**src/rtl/pprx_pkg.sv**
```systemverilog
package pprx_pkg;
  typedef logic side_t;

  function automatic side_t other_side(side_t s);
    return ~s;
  endfunction
endpackage

```
**src/rtl/pprx_bank.sv**
```systemverilog
module pprx_bank #(
  parameter int DATA_W = 8,
  parameter int DEPTH  = 64,
  parameter int CNT_W  = 8
) (
  input  logic              clk_i,
  input  logic              rst_ni,
  input  logic              wr_en_i,
  input  logic [DATA_W-1:0] wr_data_i,
  input  logic              commit_i,
  input  logic              release_i,
  input  logic              rd_en_i,
  output logic              full_o,
  output logic              cap_o,
  output logic [CNT_W-1:0]  cnt_o,
  output logic [DATA_W-1:0] rd_data_o
);
  localparam int AW = $clog2(DEPTH);

  logic [DATA_W-1:0] mem_q [DEPTH];
  logic [CNT_W-1:0]  cnt_q, ptr_q;
  logic              full_q;

  assign cap_o     = (cnt_q == CNT_W'(DEPTH));
  assign full_o    = full_q;
  assign cnt_o     = cnt_q;
  assign rd_data_o = mem_q[ptr_q[AW-1:0]];

  always_ff @(posedge clk_i) begin
    if (wr_en_i && !full_q && !cap_o) mem_q[cnt_q[AW-1:0]] <= wr_data_i;
  end

  always_ff @(posedge clk_i or negedge rst_ni) begin
    if (!rst_ni) begin
      full_q <= 1'b0;
      cnt_q  <= '0;
      ptr_q  <= '0;
    end else if (release_i) begin
      full_q <= 1'b0;
      cnt_q  <= '0;
      ptr_q  <= '0;
    end else begin
      if (commit_i) full_q <= 1'b1;
      if (wr_en_i && !full_q && !cap_o) cnt_q <= cnt_q + CNT_W'(1);
      if (rd_en_i && full_q && (ptr_q < cnt_q)) ptr_q <= ptr_q + CNT_W'(1);
    end
  end
endmodule

```
**src/rtl/pprx_ctrl.sv**
```systemverilog
module pprx_ctrl
  import pprx_pkg::*;
(
  input  logic       clk_i,
  input  logic       rst_ni,
  input  logic       lnk_valid_i,
  input  logic       lnk_eop_i,
  input  logic       trg_we_i,
  input  logic       trg_bit_i,
  input  logic [1:0] full_i,
  input  logic [1:0] cap_i,
  output logic [1:0] wr_en_o,
  output logic [1:0] commit_o,
  output logic [1:0] release_o,
  output side_t      cpu_sel_o,
  output logic       nak_o,
  output logic       ovf_o
);
  side_t fill_q, cpu_q, cpu_d;
  logic  accept, commit, rel, ovf_q;

  assign nak_o  = full_i[fill_q];
  assign accept = lnk_valid_i && !nak_o;
  assign commit = lnk_eop_i && !nak_o;
  assign rel    = trg_we_i && trg_bit_i && full_i[cpu_q];

  always_comb begin
    wr_en_o   = '0;
    commit_o  = '0;
    release_o = '0;
    wr_en_o[fill_q]  = accept && !cap_i[fill_q];
    commit_o[fill_q] = commit;
    release_o[cpu_q] = rel;
  end

  // presented side: oldest full buffer
  always_comb begin
    cpu_d = cpu_q;
    if (rel) begin
      if (full_i[other_side(cpu_q)]) cpu_d = other_side(cpu_q);
      else if (commit)               cpu_d = fill_q;
    end else if (!full_i[cpu_q] && commit) begin
      cpu_d = fill_q;
    end
  end

  always_ff @(posedge clk_i or negedge rst_ni) begin
    if (!rst_ni) begin
      fill_q <= 1'b0;
      cpu_q  <= 1'b0;
      ovf_q  <= 1'b0;
    end else begin
      cpu_q <= cpu_d;
      if (commit) fill_q <= other_side(fill_q);
      if (accept && cap_i[fill_q]) ovf_q <= 1'b1;
    end
  end

  assign cpu_sel_o = cpu_q;
  assign ovf_o     = ovf_q;
endmodule

```
**src/rtl/pingpong_rx_fifo.sv**
```systemverilog
module pingpong_rx_fifo
  import pprx_pkg::*;
#(
  parameter int DATA_W = 8,
  parameter int DEPTH  = 64,
  parameter int CNT_W  = 8
) (
  input  logic              clk_i,
  input  logic              rst_ni,
  input  logic              lnk_valid_i,
  input  logic [DATA_W-1:0] lnk_data_i,
  input  logic              lnk_eop_i,
  output logic              lnk_nak_o,
  output logic              lnk_ovf_o,
  input  logic              cpu_rd_i,
  output logic [DATA_W-1:0] cpu_data_o,
  output logic [CNT_W-1:0]  cpu_count_o,
  output logic              cpu_ready_o,
  input  logic              cpu_trg_we_i,
  input  logic              cpu_trg_bit_i
);
  localparam int NBANK = 2;

  logic [NBANK-1:0]  bank_full, bank_cap, bank_wr, bank_commit, bank_rel;
  logic [CNT_W-1:0]  bank_cnt  [NBANK];
  logic [DATA_W-1:0] bank_data [NBANK];
  side_t             cpu_sel;

  pprx_ctrl u_ctrl (
    .clk_i       (clk_i),
    .rst_ni      (rst_ni),
    .lnk_valid_i (lnk_valid_i),
    .lnk_eop_i   (lnk_eop_i),
    .trg_we_i    (cpu_trg_we_i),
    .trg_bit_i   (cpu_trg_bit_i),
    .full_i      (bank_full),
    .cap_i       (bank_cap),
    .wr_en_o     (bank_wr),
    .commit_o    (bank_commit),
    .release_o   (bank_rel),
    .cpu_sel_o   (cpu_sel),
    .nak_o       (lnk_nak_o),
    .ovf_o       (lnk_ovf_o)
  );

  for (genvar g = 0; g < NBANK; g++) begin : g_bank
    pprx_bank #(.DATA_W(DATA_W), .DEPTH(DEPTH), .CNT_W(CNT_W)) u_bank (
      .clk_i     (clk_i),
      .rst_ni    (rst_ni),
      .wr_en_i   (bank_wr[g]),
      .wr_data_i (lnk_data_i),
      .commit_i  (bank_commit[g]),
      .release_i (bank_rel[g]),
      .rd_en_i   (cpu_rd_i && (cpu_sel == side_t'(g))),
      .full_o    (bank_full[g]),
      .cap_o     (bank_cap[g]),
      .cnt_o     (bank_cnt[g]),
      .rd_data_o (bank_data[g])
    );
  end

  assign cpu_ready_o = bank_full[cpu_sel];
  assign cpu_count_o = cpu_ready_o ? bank_cnt[cpu_sel] : '0;
  assign cpu_data_o  = bank_data[cpu_sel];
endmodule

```
**config.mk**
```make
export PLATFORM = sky130hd
export DESIGN_NAME = pingpong_rx_fifo
export DESIGN_NICKNAME = d
export VERILOG_FILES = /design/src/rtl/pprx_pkg.sv /design/src/rtl/pprx_bank.sv /design/src/rtl/pprx_ctrl.sv /design/src/rtl/pingpong_rx_fifo.sv
export SDC_FILE = /design/constraint.sdc
export NUM_CORES = 1
export LEC_CHECK = 0
export BUFFER_PORTS_ARGS = -buffer_cell sky130_fd_sc_hd__buf_2
export CAP_MARGIN = 40
export CORE_MARGIN = 10
export CORE_UTILIZATION = 50
export CTS_BUF_LIST = sky130_fd_sc_hd__clkbuf_4 sky130_fd_sc_hd__clkbuf_8
export DETAILED_ROUTE_END_ITERATION = 7
export GPL_TIMING_DRIVEN = 0
export PLACE_DENSITY = 0.65
export SLEW_MARGIN = 40
export SYNTH_ARGS = -nofsm -noshare
export SYNTH_HDL_FRONTEND = slang
export SYNTH_HIERARCHICAL = 1
export SYNTH_SLANG_ARGS = --single-unit
```
**constraint.sdc**
```tcl
create_clock -name clk_i -period 8.74 [get_ports clk_i]
set_input_delay 1.748 -clock clk_i [delete_from_list [all_inputs] [get_ports clk_i]]
set_output_delay 1.748 -clock clk_i [all_outputs]
set_load 0.05 [all_outputs]
```
==> flow_summary.json <==
{
  "final-setup-viol-count": 0,
  "numCtsBuffers": 161,
  "wire_per_inst_um": 28.5,
  "die_area_sq_um": 96900,
  "gp_congestion": 0.905,
  "critPathLaunchType": "flip-flop",
  "grt_pass1_wl_um": 153000,
  "cts_tree": "built",
  "cts_sinks": 1061,
  "fmax_ghz": 0.159,
  "r2r_start": "g_bank[1].u_bank/cnt_o[5]$_DFFE_PN0P_",
  "htreeDepth": 4,
  "r2r_end": "g_bank[1].u_bank/mem_q[27][6]$_DFFE_PP_",
  "dr.pass1.iters": 5,
  "min_period_ns": 6.28,
  "hold_viol_final": 0,
  "ctsHoldBuffers": 0,
  "p_sw_frac": 0.303,
  "clkPwrFrac": 0.303,
  "critPathMaxFanout": 10,
  "io-pin-count": 34,
  "drv_cap": 0,
  "drive_gt1_frac": 0.252,
  "cts_setup_buffers": 0,
  "synth_area_sq_um": 42400,
  "rr_worst_depth": 10,
  "tightest_slew_ns": 0.898,
  "routed_via_density": 6.15,
  "synth_edf_count": 1024,
  "initial_core_util": 0.506,
  "hold_class": "flip-flop to flip-flop",
  "syn-mean-instance-area_sq_um": 19.1,
  "antenna_found_initial": 4,
  "crit_type": "flip-flop to primary output",
  "cts_resized": 0,
  "finClkSkew_ns": 0.0282,
  "ant_nets": 0,
  "p_seq_frac": 0.449,
  "maxSlewHeadroom": 0.399,
  "intPower_uw": 8860,
  "yosysWarnings": 6,
  "worstSetupEndpointType": "primary output",
  "syn-instance-count": 2216,
  "slew_violations": 0,
  "routed_wl_um": 105000,
  "drt_iter0_drc": 2798,
  "clk_pin_slew_ns": 0.06,
  "grt_use_total": 0.215,
  "dieWidth_um": 311,
  "clockBufferDepth": 3,
  "insertion_delay_ns": 0.83,
  "core_sq_um": 83800,
  "n_fill_cell": 6399,
  "rsz0062_at_grt": "false",
  "route.detailed.drc": 0,
  "place_inst": 3392,
  "power.switching_uw": 3840,
  "ir_worst_vdd_v": 0.000439,
  "cp.depth": 10,
  "combinationalPowerShare": 0.249,
  "final_common_cell": "edfxtp_1",
  "syn2layout_area_growth_pct": 11.8,
  "arrival_ns": 4.53,
  "crit_family": "buffers and inverters",
  "cp_slowest_stage_delay_ns": 0.46,
  "required_ns": 6.99,
  "rows": 106,
  "crit_slowest_cell": "buf_2",
  "p_leak_uw": 0.0150,
  "status": "finished clean",
  "portBuffers": 33,
  "ys.flop_type": "edfxtp_1",
  "dp_hpwl_um": 69300,
  "nNetsFinal": 2456,
  "power_density_nw_per_um2": 268,
  "crit_buf_inv": 5,
  "synthArstFlopShare": 0.0349,
  "ys_seq_area_frac": 0.747,
  "syn_nets": 2251,
  "clockRootBuffer": "clkbuf_8",
  "ys_ff_latch": 1061,
  "cpMostUsedCell": "buf_2",
  "gr-total-overflow": 0,
  "final_cells": 3682,
  "num_vias": 22700,
  "final_cell_mix": "edfxtp_1, mux4_2, clkbuf_8",
  "ys_types": 59,
  "grt_pass1_vias": 22400,
  "die_h_um": 311,
  "p_total_uw": 12700,
  "cp-endpoint": "cpu_data_o[0]",
  "grt_max_degree": 95,
  "crit_start": "g_bank[1].u_bank/ptr_q[1]$_DFFE_PN0P_",
  "r2r_slack_ns": 4.40,
  "worstPathCellList": "buf_4, buf_2, buf_2, buf_2, mux4_2, a22oi_1, nand2_1, a32o_1, mux2_2, buf_2",
  "setup_tns_ns": 0,
  "post-route-period-util": 0.719
}
==> cells in the mapped netlist, types with 7 or more instances <==
library cell	n	share of area
buf_4	18	0.0032
o21ai_0	17	0.0020
nor2_1	195	0.017
nor2b_1	24	0.0035
nand2b_1	11	0.0016
nand2_1	47	0.0042
o21ai_1	16	0.0019
a22oi_1	24	0.0042
a21oi_1	58	0.0068
buf_1	8	0.00071
a221oi_1	9	0.0019
o221ai_1	10	0.0021
and2_1	7	0.0010
mux2_2	36	0.0096
inv_1	19	0.0017
clkbuf_1	35	0.0031
dfrtp_1	37	0.022
o22ai_1	48	0.0071
mux2i_1	129	0.030
edfxtp_1	1024	0.73
mux2_4	7	0.0025
buf_2	46	0.0054
a211oi_1	12	0.0021
a22o_1	14	0.0029
nand3_1	27	0.0032
a32o_1	10	0.0024
o211ai_1	11	0.0019
xnor2_1	19	0.0039
nor3_1	9	0.0011
mux2_1	10	0.0027
ha_1	20	0.0059
and3_1	10	0.0015
mux4_2	192	0.10
==> state kept, by name (all words and copies together), names as in the netlist <==
name	flops
g_bank.u_bank/ptr_q	16
u_ctrl/fill_q	1
g_bank.u_bank/mem_q	1024
u_ctrl/cpu_sel_o	1
g_bank.u_bank/cnt_o	16
u_ctrl/ovf_o	1
g_bank.u_bank/full_o	2
==> layer usage <==
metal	vias up	wire [um]	GRT usage
met2	1166	47900	0.322
met4	0	2260	0.0567
met3	172	11000	0.0574
met1	11900	43700	0.312
li1	9438	-	-
met5	-	0	0
==> worst min-delay path by stage <==
stage / cells after the start / slack (ns) / to / from
after detailed placement: 1 / 0.44 / u_ctrl/ovf_o$_DFFE_PN0P_ / u_ctrl/ovf_o$_DFFE_PN0P_
after global placement: 1 / 0.44 / u_ctrl/ovf_o$_DFFE_PN0P_ / u_ctrl/ovf_o$_DFFE_PN0P_
after floorplan: 2 / 0.53 / g_bank[1].u_bank/ptr_q[7]$_DFFE_PN0P_ / g_bank[1].u_bank/ptr_q[7]$_DFFE_PN0P_
after CTS: 1 / 0.46 / u_ctrl/ovf_o$_DFFE_PN0P_ / u_ctrl/ovf_o$_DFFE_PN0P_
final: 1 / 0.46 / u_ctrl/ovf_o$_DFFE_PN0P_ / u_ctrl/ovf_o$_DFFE_PN0P_
after global routing: 1 / 0.50 / u_ctrl/ovf_o$_DFFE_PN0P_ / u_ctrl/ovf_o$_DFFE_PN0P_
==> stage by stage <==
stage / utilization / setup slack, ns / cell area [sq um] / hold slack [ns]
after global placement: 0.525 / 3.32 / 44000 / 0.445
after global routing: 0.566 / 2.32 / 47400 / 0.500
after CTS: 0.565 / 2.36 / 47400 / 0.464
final: 0.566 / 2.46 / 47400 / 0.464
after floorplan: - / 4.63 / 42400 / 0.526
after detailed placement: 0.529 / 3.27 / 44300 / 0.443
==> cell families (layout without fill, tap and decap cells) <==
kind of cell / after synthesis / count (layout) / share of synthesized area
buffers and inverters: 133 / 464 / 0.0160
xor gates and xnor gates: 19 / 19 / 0.00392
and+or+nand+nor: 359 / 359 / 0.0385
AOI/OAI and AO/OA: 246 / 246 / 0.0392
other: 0 / 1 / 0
muxes: 378 / 378 / 0.150
DFF: 1061 / 1061 / 0.747
adders and majority gates: 20 / 20 / 0.00590
==> final cells by class <==
| class | instances | area, sq um | share of cell area |
|---|---|---|---|
| Antenna cell | 1 | 2.50 | 0.0000528 |
| Buffer | 113 | 609 | 0.0128 |
| Clock buffer | 209 | 2610 | 0.0551 |
| Clock inverter | 80 | 413 | 0.00871 |
| Inverter | 20 | 75.1 | 0.00158 |
| Multi-Input combinational cell | 1022 | 10100 | 0.214 |
| Sequential cell | 1061 | 31700 | 0.668 |
| Tap cell | 1134 | 1420 | 0.0299 |
| Timing Repair Buffer | 42 | 479 | 0.0101 |
==> power by group through the flow <==
stage / logic, uW / registers, uW / clock network (uW)
after global placement: 3090 / 5810 / 0
after detailed placement: 3130 / 5800 / 0
after CTS: 3140 / 5700 / 3910
final: 3160 / 5700 / 3840
after global routing: 3300 / 5700 / 4150
after floorplan: 2070 / 5790 / 0
No activity file was read; power rests on OpenSTA's default activity.
